## src/rtl/pmu_pkg.sv

```systemverilog
package pmu_pkg;

    localparam int ADDR_W = 6;
    localparam int DATA_W = 32;

    // Word addresses of the non-counter registers
    localparam logic [ADDR_W-1:0] A_CTRL   = 6'd0;
    localparam logic [ADDR_W-1:0] A_EN_SET = 6'd1;
    localparam logic [ADDR_W-1:0] A_EN_CLR = 6'd2;
    localparam logic [ADDR_W-1:0] A_IE_SET = 6'd3;
    localparam logic [ADDR_W-1:0] A_IE_CLR = 6'd4;
    localparam logic [ADDR_W-1:0] A_OVF    = 6'd5;

    // First counter word; counter i sits at CNT_BASE + i
    localparam int CNT_BASE = 8;

    // Control word fields
    localparam int CTRL_RUN_BIT  = 0;
    localparam int CTRL_ZERO_BIT = 1;

    // One strobe per non-counter register
    typedef struct packed {
        logic ctrl;
        logic en_set;
        logic en_clr;
        logic ie_set;
        logic ie_clr;
        logic ovf_clr;
    } ctl_wr_t;

    function automatic logic [ADDR_W-1:0] ctr_addr(input int idx);
        return ADDR_W'(CNT_BASE + idx);
    endfunction

endpackage

```

## src/rtl/pmu_wr_decode.sv

```systemverilog
module pmu_wr_decode
    import pmu_pkg::*;
#(
    parameter int NUM_CTR = 4
) (
    input  logic              wr_en,
    input  logic [ADDR_W-1:0] wr_addr,
    output ctl_wr_t           strb,
    output logic [NUM_CTR-1:0] ctr_hit
);

    always_comb begin
        strb         = '0;
        strb.ctrl    = wr_en && (wr_addr == A_CTRL);
        strb.en_set  = wr_en && (wr_addr == A_EN_SET);
        strb.en_clr  = wr_en && (wr_addr == A_EN_CLR);
        strb.ie_set  = wr_en && (wr_addr == A_IE_SET);
        strb.ie_clr  = wr_en && (wr_addr == A_IE_CLR);
        strb.ovf_clr = wr_en && (wr_addr == A_OVF);
    end

    for (genvar i = 0; i < NUM_CTR; i++) begin : g_hit
        assign ctr_hit[i] = wr_en && (wr_addr == ctr_addr(i));
    end

endmodule

```

## src/rtl/pmu_counter.sv

```systemverilog
module pmu_counter #(
    parameter int W = 32
) (
    input  logic         clk,
    input  logic         rst,
    input  logic         inc,
    input  logic         wr_hit,
    input  logic         clr_all,
    input  logic [W-1:0] wdata,
    output logic [W-1:0] cnt,
    output logic         ovf_evt
);

    logic [W-1:0] cnt_q;
    logic [W-1:0] cnt_d;
    logic         at_max;

    assign at_max = &cnt_q;

    always_comb begin
        ovf_evt = inc && at_max && !wr_hit;
        if (wr_hit)       cnt_d = wdata;
        else if (clr_all) cnt_d = '0;
        else if (inc)     cnt_d = cnt_q + W'(1);
        else              cnt_d = cnt_q;
    end

    always_ff @(posedge clk) begin
        if (rst) cnt_q <= '0;
        else     cnt_q <= cnt_d;
    end

    assign cnt = cnt_q;


    inc_step_chk: assert property (@(posedge clk) disable iff (rst)
        (inc && !wr_hit && !clr_all) |=> (cnt_q == $past(cnt_q) + W'(1)));


    wrap_zero_chk: assert property (@(posedge clk) disable iff (rst)
        ovf_evt |=> (cnt_q == '0));


    load_prio_chk: assert property (@(posedge clk) disable iff (rst)
        wr_hit |=> (cnt_q == $past(wdata)));


    bank_zero_chk: assert property (@(posedge clk) disable iff (rst)
        (clr_all && !wr_hit) |=> (cnt_q == '0));

endmodule

```

## src/rtl/pmu_flags.sv

```systemverilog
module pmu_flags
    import pmu_pkg::*;
#(
    parameter int NUM_CTR = 4
) (
    input  logic               clk,
    input  logic               rst,
    input  ctl_wr_t            strb,
    input  logic [DATA_W-1:0]  wdata,
    input  logic [NUM_CTR-1:0] ovf_evt,
    output logic               run,
    output logic               clr_all,
    output logic [NUM_CTR-1:0] en,
    output logic [NUM_CTR-1:0] ie,
    output logic [NUM_CTR-1:0] ovf,
    output logic               irq
);

    logic [NUM_CTR-1:0] mask;
    logic [NUM_CTR-1:0] en_q, en_d;
    logic [NUM_CTR-1:0] ie_q, ie_d;
    logic [NUM_CTR-1:0] ovf_q, ovf_d;
    logic               run_q, run_d;
    logic               irq_q;

    assign mask    = wdata[NUM_CTR-1:0];
    assign clr_all = strb.ctrl && wdata[CTRL_ZERO_BIT];

    always_comb begin
        run_d = strb.ctrl ? wdata[CTRL_RUN_BIT] : run_q;

        en_d = en_q;
        if (strb.en_set) en_d = en_q | mask;
        if (strb.en_clr) en_d = en_q & ~mask;

        ie_d = ie_q;
        if (strb.ie_set) ie_d = ie_q | mask;
        if (strb.ie_clr) ie_d = ie_q & ~mask;

        // Clear first, then merge this cycle's overflows so they always win
        ovf_d = strb.ovf_clr ? (ovf_q & ~mask) : ovf_q;
        ovf_d = ovf_d | ovf_evt;
    end

    always_ff @(posedge clk) begin
        if (rst) begin
            run_q <= 1'b0;
            en_q  <= '0;
            ie_q  <= '0;
            ovf_q <= '0;
            irq_q <= 1'b0;
        end else begin
            run_q <= run_d;
            en_q  <= en_d;
            ie_q  <= ie_d;
            ovf_q <= ovf_d;
            irq_q <= |(ovf_q & ie_q);
        end
    end

    assign run = run_q;
    assign en  = en_q;
    assign ie  = ie_q;
    assign ovf = ovf_q;
    assign irq = irq_q;


    ovf_kept_chk: assert property (@(posedge clk) disable iff (rst)
        (|ovf_evt) |=> ((ovf_q & $past(ovf_evt)) == $past(ovf_evt)));


    irq_level_chk: assert property (@(posedge clk) disable iff (rst)
        (|(ovf_q & ie_q)) |=> irq_q);


    irq_drop_chk: assert property (@(posedge clk) disable iff (rst)
        !(|(ovf_q & ie_q)) |=> !irq_q);


    ovf_clear_chk: assert property (@(posedge clk) disable iff (rst)
        (strb.ovf_clr && ((mask & ovf_evt) == '0))
            |=> ((ovf_q & $past(mask)) == '0));


    en_set_chk: assert property (@(posedge clk) disable iff (rst)
        strb.en_set |=> ((en_q & $past(mask)) == $past(mask)));


    en_clr_chk: assert property (@(posedge clk) disable iff (rst)
        strb.en_clr |=> ((en_q & $past(mask)) == '0));

endmodule

```

## src/rtl/pmu_ovf_unit.sv

```systemverilog
module pmu_ovf_unit
    import pmu_pkg::*;
#(
    parameter int NUM_CTR = 4,
    parameter int CTR_W   = 32
) (
    input  logic               clk,
    input  logic               rst,
    input  logic [NUM_CTR-1:0] event_i,
    input  logic               wr_en,
    input  logic [ADDR_W-1:0]  wr_addr,
    input  logic [DATA_W-1:0]  wr_data,
    input  logic [ADDR_W-1:0]  rd_addr,
    output logic [DATA_W-1:0]  rd_data,
    output logic               irq
);

    ctl_wr_t            strb;
    logic [NUM_CTR-1:0] ctr_hit;
    logic [NUM_CTR-1:0] inc;
    logic [NUM_CTR-1:0] ovf_evt;
    logic [NUM_CTR-1:0] en, ie, ovf;
    logic               run;
    logic               clr_all;
    logic [CTR_W-1:0]   cnt_arr [NUM_CTR];

    pmu_wr_decode #(.NUM_CTR(NUM_CTR)) u_dec (
        .wr_en   (wr_en),
        .wr_addr (wr_addr),
        .strb    (strb),
        .ctr_hit (ctr_hit)
    );

    for (genvar i = 0; i < NUM_CTR; i++) begin : g_ctr
        assign inc[i] = event_i[i] && en[i] && run;

        pmu_counter #(.W(CTR_W)) u_ctr (
            .clk     (clk),
            .rst     (rst),
            .inc     (inc[i]),
            .wr_hit  (ctr_hit[i]),
            .clr_all (clr_all),
            .wdata   (wr_data[CTR_W-1:0]),
            .cnt     (cnt_arr[i]),
            .ovf_evt (ovf_evt[i])
        );
    end

    pmu_flags #(.NUM_CTR(NUM_CTR)) u_flags (
        .clk     (clk),
        .rst     (rst),
        .strb    (strb),
        .wdata   (wr_data),
        .ovf_evt (ovf_evt),
        .run     (run),
        .clr_all (clr_all),
        .en      (en),
        .ie      (ie),
        .ovf     (ovf),
        .irq     (irq)
    );

    always_comb begin
        rd_data = '0;
        case (rd_addr)
            A_CTRL:             rd_data[CTRL_RUN_BIT] = run;
            A_EN_SET, A_EN_CLR: rd_data = DATA_W'(en);
            A_IE_SET, A_IE_CLR: rd_data = DATA_W'(ie);
            A_OVF:              rd_data = DATA_W'(ovf);
            default: begin
                for (int i = 0; i < NUM_CTR; i++) begin
                    if (rd_addr == ctr_addr(i)) rd_data = DATA_W'(cnt_arr[i]);
                end
            end
        endcase
    end


    reset_quiet_chk: assert property (@(posedge clk)
        rst |=> (!irq && (ovf == '0) && (en == '0) && !run));

endmodule

```

## config.mk

```make
export PLATFORM = sky130hd
export DESIGN_NAME = pmu_ovf_unit
export DESIGN_NICKNAME = d
export VERILOG_FILES = /design/src/rtl/pmu_pkg.sv /design/src/rtl/pmu_wr_decode.sv /design/src/rtl/pmu_counter.sv /design/src/rtl/pmu_flags.sv /design/src/rtl/pmu_ovf_unit.sv
export SDC_FILE = /design/constraint.sdc
export NUM_CORES = 1
export LEC_CHECK = 0
export BUFFER_PORTS_ARGS = -buffer_cell sky130_fd_sc_hd__buf_2
export CORE_MARGIN = 4
export CORE_UTILIZATION = 50
export CTS_BUF_LIST = sky130_fd_sc_hd__clkbuf_4 sky130_fd_sc_hd__clkbuf_8 sky130_fd_sc_hd__clkbuf_16
export DETAILED_ROUTE_END_ITERATION = 8
export HOLD_SLACK_MARGIN = 0.12
export PLACE_DENSITY = 0.71
export SLEW_MARGIN = 10
export SYNTH_ARGS = -nofsm -noshare
export SYNTH_HDL_FRONTEND = slang
export SYNTH_SLANG_ARGS = --single-unit
```

## constraint.sdc

```tcl
create_clock -name clk -period 2.5 [get_ports clk]
set_clock_uncertainty 0.05 [all_clocks]
set_input_delay 0.375 -clock clk [delete_from_list [all_inputs] [get_ports clk]]
set_output_delay 0.375 -clock clk [all_outputs]
set_load 0.01 [all_outputs]
```

==> results of run 1 <==
[routing by layer]
metal / global-route usage, % / share of wire (%)
met1: 49.7 / 38
met2: 55.9 / 42
met3: 7.60 / 12
met4: 23.3 / 8.3
met5: 0 / 0.017
[cells in the final DEF, fill, tap and decap left out, drive strengths merged, types with 4 or more instances in the layout]
cell,count
xnor2,17
a21o,20
a211oi,29
o21ai,28
nand4,46
xor2,8
nand2,87
ha,4
o22ai,4
a221oi,8
or4,9
a32oi,12
o211ai,5
nor3b,4
buf,203
a31oi,26
a311oi,4
dfxtp,142
nor4,33
clkbuf,19
a22o,30
a21oi,142
nor3,78
or3,11
nor2,81
o2bb2ai,8
a32o,18
o31ai,6
o21a,4
and3,29
and2,39
a22oi,18
inv,15
a41oi,11
mux4,32
mux2i,9
nand3,62
and4,9
bufinv,6
[where the power goes]
group          total, mW  switching (mW)  internal [mW]
clock               3.02            1.10           1.92
combinational      0.393           0.273          0.120
sequential          2.27         0.00675           2.27
total               5.69            1.38           4.30
[registers in the layout (all words and copies together) (netlist names), named ones only]
signal           count
g_ctr.u_ctr.cnt    128
u_flags.ovf          4
u_flags.run          1
u_flags.irq          1
[critical path, delay by kind of cell, from the launching register on]
| kind | cells | cell delay [ns] |
|---|---|---|
| flip-flops | 1 | 0.50 |
| XOR/XNOR | 1 | 0.16 |
| AO/OA/AOI/OAI | 1 | 0.21 |
| buffers and inverters | 1 | 0.21 |
| AND/OR/NAND/NOR | 3 | 1.18 |
[final cells by class]
type / count / area [µm²]
fill: 1691 / 7440
inverter: 13 / 48.8
clock buffer: 19 / 447
multi-input combinational: 984 / 6640
timing repair buffer: 203 / 1480
tap: 265 / 332
clock inverter: 13 / 235
sequential: 142 / 2840
[worst min path at each step]
stage          cells past startpoint                      to                    from  slack, ns
2_1_floorplan                      2          u_flags.ovf[3]          u_flags.ovf[3]       0.42
3_3_place_gp                       2  g_ctr[2].u_ctr.cnt[28]  g_ctr[2].u_ctr.cnt[28]       0.46
3_5_place_dp                       1  g_ctr[1].u_ctr.cnt[30]  g_ctr[1].u_ctr.cnt[30]       0.47
4_1_cts                            3  g_ctr[2].u_ctr.cnt[13]             wr_data[13]       0.21
5_1_grt                            2  g_ctr[0].u_ctr.cnt[26]             wr_data[26]       0.21
6_report                           3  g_ctr[2].u_ctr.cnt[13]             wr_data[13]       0.22
[repair_timing]
item | CTS | global route
resized for setup | 0 | 3
hold endpoints to repair | 0 | 0
endpoints found under the setup margin | 0 | 3
setup buffers | 0 | 0
[cells by family after synthesis]
| logic type | count (synthesis) |
|---|---|
| simple gates | 509 |
| compound gates | 403 |
| flops | 142 |
| buf+inv | 125 |
| mux | 43 |
| xor+xnor | 25 |
| fa+ha+maj | 4 |
[stage by stage]
step,hold WS (ns),setup WS (ns)
2_1_floorplan,0.425,0.0388
3_3_place_gp,0.457,0.147
3_5_place_dp,0.468,0.122
4_1_cts,0.207,0.117
5_1_grt,0.215,0.00973
6_report,0.218,0.0943
==> qor.txt, run 1 <==
Final period util -> 96.2%
GPL Wtd Cong -> 1.06
Tot Pwr -> 5.69 mW
# hold bufs at CTS -> 0
Max-Cap Viols -> 0
Least-Margin Pin Slew -> 0.739 ns
post-route design area -> 12000 µm²
top cell type's share of synthesized area -> 28.7%
post-synth net total -> 1306
area grow syn2layout -> 21.2%
largest area contributor in the netlist -> dfxtp_1
vias in the first global route -> 10.5k
RR Endpoint -> g_ctr[3].u_ctr.cnt[27]
gr usage total -> 37.4%
Setup TNS -> 0 ns
Tmin final -> 2.41 ns
DIE WIDTH -> 149 µm
CTS Buf Count -> 17
Crit Path Category -> register to register
worst-path maximum fanout -> 6
max frequency -> 416 MHz
core area -> 19500 µm²
RSZ-0062 raised after global routing -> false
total iterations of the first detailed-routing run -> 6
Remaining Overflow, GRT -> 0
Critical Path Start -> g_ctr[3].u_ctr.cnt[6]
xor and xnor fraction of the mapped netlist area -> 2.21%
Mapped Avg Cell Area -> 7.93 µm²
Clock Path Buffers -> 2
CTS tree -> yes
Starting Density -> 51.0%
CP Capture Type -> register
Lkg Pwr -> 4.35 nW
largest net degree at the start of global routing -> 42
post-place instance area -> 11300 µm²
drt first-iter violations -> 2090
fin cells -> 1639
Post-DRT Antenna Nets -> 0
# diodes -> 0
Netlist cell types -> 79
Worst Setup Start Kind -> register
crit path max-delay cell type -> or4b_2
PortBufs -> 83
register area share after synthesis -> 28.7%
R2R depth -> 6
Final nets -> 1416
# placed instances -> 1607
EDFF count, synth -> 0
Post-Synthesis Cells -> 1251
status -> completed
Total Routed Length -> 42.4 mm
clock-pin slew on the worst setup and hold paths -> 0.07 ns
Via Count -> 11.7k
Clock Sink Count -> 142
Hold WC Path Type -> input port to register
Root Driver -> clkbuf_16
H-tree lvl count -> 4
Post-Syn Area -> 9920 µm²
Reg-to-Reg Start -> g_ctr[3].u_ctr.cnt[6]
Synth Flop Type -> dfxtp_1
CP required -> 2.77 ns
Top-Level Pins -> 84
chip height -> 149 µm
top post-synthesis cells by count -> 142 x a21oi_1, 142 x dfxtp_1, 87 x nand2_1
drt drc -> 0
Synth Area in Adders -> 0.504%
final hold vios -> 0
clk_lat worst skew -> 0.43 ns
FP Rows -> 51
maximum vdd drop -> 417 µV
antenna violations before repair -> 1
post-layout util -> 61.8%
Yosys warnings -> 0
via-per-instance ratio -> 7.12
Setup violations, final -> 0
Synth Area in Compound Gates -> 28.0%
first-pass GRT wire length -> 63.5 mm
largest family of logic cells by synthesized area -> compound AO/OA/AOI/OAI gates
r2r setup slk -> 0.09 ns
largest stage delay on the critical path -> 0.61 ns
#FFs+latches synth -> 142
power per cell area -> 473 nW/µm²
Setup crit end -> g_ctr[3].u_ctr.cnt[27]
Area contributors post-synth -> dfxtp_1 29%, a21oi_1 7.2%, mux4_2 7.0%, nor3_1 3.9%, nand2_1 3.3%
Slew Viols, Final -> 0
post-synthesis mux area share -> 8.44%
per-cell routed wire length -> 25.9 µm
slew margin rel. -> 50.7%
Cell Chain, Critical Path -> nand4_1 > nor4_1 > buf_4 > or4b_2 > xnor2_1 > a22o_1
worst path arrival time -> 2.68 ns
Synth Area in Simple Gates -> 27.2%
Die ar. -> 22200 µm²
Post-synth ARST share -> 0%
Post-DP HPWL -> 31.1 mm
layout cells sized above 1 -> 21.4%
Note: power is estimated with default switching activity, not from simulation.
==> inputs of run 2 (changes only) <==
Settings changed: CAP_MARGIN set to 20, PLACE_DENSITY 0.71 to 0.69.
Clock period 2.5 ns to 2.3 ns, I/O delays scaled along.
==> qor.txt, run 2 (synthesis results as in run 1) <==
RSZ-0062 raised after global routing -> true
clock-pin slew on the worst setup and hold paths -> 0.06 ns
drt first-iter violations -> 1657
register area -> 2850 µm²
clk_lat worst skew -> 0.43 ns
Clock Sink Count -> 142
largest net degree at the start of global routing -> 42
Root Driver -> clkbuf_16
Top-Level Pins -> 84
chip height -> 149 µm
Die ar. -> 22200 µm²
post-place setup slack -> -0.0620 ns
Crit Path Category -> register to register
power per cell area -> 470 nW/µm²
max frequency -> 443 MHz
Post-DP HPWL -> 32.3 mm
total iterations of the first detailed-routing run -> 8
PortBufs -> 83
filler instances -> 1725
Total Routed Length -> 43.6 mm
Hold Path Depth -> 3
drt drc -> 0
Setup violations, final -> 0
DIE WIDTH -> 149 µm
slew margin rel. -> 52.8%
CP required -> 2.57 ns
Hold WC Path Type -> input port to register
Tmin final -> 2.26 ns
Max-Cap Viols -> 0
R2R depth -> 6
Lkg Pwr -> 4.64 nW
Remaining Overflow, GRT -> 0
FP Rows -> 51
area grow syn2layout -> 25.2%
Final period util -> 98.2%
Final nets -> 1470
Clock Path Buffers -> 2
post-layout util -> 63.8%
Worst Hold Slack -> 0.208 ns
commonest non-fill, non-tap cells in the layout -> 162 x buf_4, 142 x a21oi_1, 138 x dfxtp_1
final hold vios -> 0
Setup TNS -> 0 ns
max FFs per register -> 128
core area -> 19500 µm²
via-per-instance ratio -> 7.12
Post-DRT Antenna Nets -> 0
largest stage delay on the critical path -> 0.51 ns
fin cells -> 1693
Slew Viols, Final -> 0
GPL Wtd Cong -> 1.02
crit path max-delay cell type -> nor4_2
H-tree lvl count -> 4
CTS tree -> yes
Cell Chain, Critical Path -> nand4_1 > nor4_2 > nor3b_1 > buf_4 > a221oi_1 > nor4_1
Starting Density -> 51.0%
worst-path maximum fanout -> 5
area of the multi-input gates -> 6700 µm²
worst path arrival time -> 2.53 ns
maximum vdd drop -> 462 µV
status -> completed
first-pass GRT wire length -> 65.1 mm
# diodes -> 0
vias in the first global route -> 10.7k
# placed instances -> 1659
CP Capture Type -> register
Worst Setup Start Kind -> register
Least-Margin Pin Slew -> 0.709 ns
layout cells sized above 1 -> 25.1%
CTS Buf Count -> 17
per-cell routed wire length -> 25.7 µm
antenna violations before repair -> 0
Via Count -> 12.1k
setup ws final -> 0.0408 ns
most common cell after layout, fill and taps aside -> buf_4
gr usage total -> 38.4%
-- run 2: repair_timing --
item                                   in CTS  in global routing
endpoints found under the hold margin       0                  0
resized for setup                           2                 17
pin swaps                                   0                  2
hold buffers                                0                  0
cloned                                      0                  0
setup buffers                               0                  2
setup endpoints to repair                   3                 12
-- run 2: area by class of cell --
| class | count | area share, % |
|---|---|---|
| multi-input cells | 984 | 54.0 |
| flip-flops and latches | 142 | 22.9 |
| repair buffers | 257 | 15.1 |
| clock buffers | 19 | 3.60 |
| well taps | 265 | 2.67 |
| clock inverters | 13 | 1.33 |
| inverters | 13 | 0.393 |
-- run 2: critical path: cells and delay by family (launching register included) --
kind | cells | cell delay (ns)
DFF | 1 | 0.43
buffers and inverters | 1 | 0.16
AOI/OAI and AO/OA | 1 | 0.07
and+or+nand+nor | 4 | 1.44
-- run 2: per-stage QoR --
step	instance area (µm²)	power [mW]
after floorplan	9930	2.71
after global placement	11700	2.94
after detailed placement	11700	2.95
after CTS	12300	5.83
after global routing	12400	5.95
final	12400	5.84
-- run 2: where the power goes --
group	total, mW	internal (mW)	switching (mW)
clock network	2.93	1.75	1.18
registers	2.47	2.46	0.00611
logic	0.441	0.137	0.304
-- run 2: path summary, 6_finish.rpt --
kind | from | end | slack (ns)
worst max-delay path | g_ctr[0].u_ctr.cnt[9] | g_ctr[0].u_ctr.cnt[30] | 0.04
worst min-delay path | wr_data[13] | g_ctr[2].u_ctr.cnt[13] | 0.21
worst max register to register | g_ctr[0].u_ctr.cnt[9] | g_ctr[0].u_ctr.cnt[30] | 0.04
worst min register to register | g_ctr[1].u_ctr.cnt[30] | g_ctr[1].u_ctr.cnt[30] | 0.48
-- run 2: layer usage --
layer / up-vias / share of wire [%] / routed length [µm] / global-route usage, %
li1: 5225 / - / - / -
met1: 5663 / 38 / 16700 / 51.8
met2: 957 / 42 / 18200 / 56.4
met3: 214 / 12 / 5180 / 7.87
met4: 0 / 8.0 / 3500 / 23.8
met5: - / 0 / 0 / 0
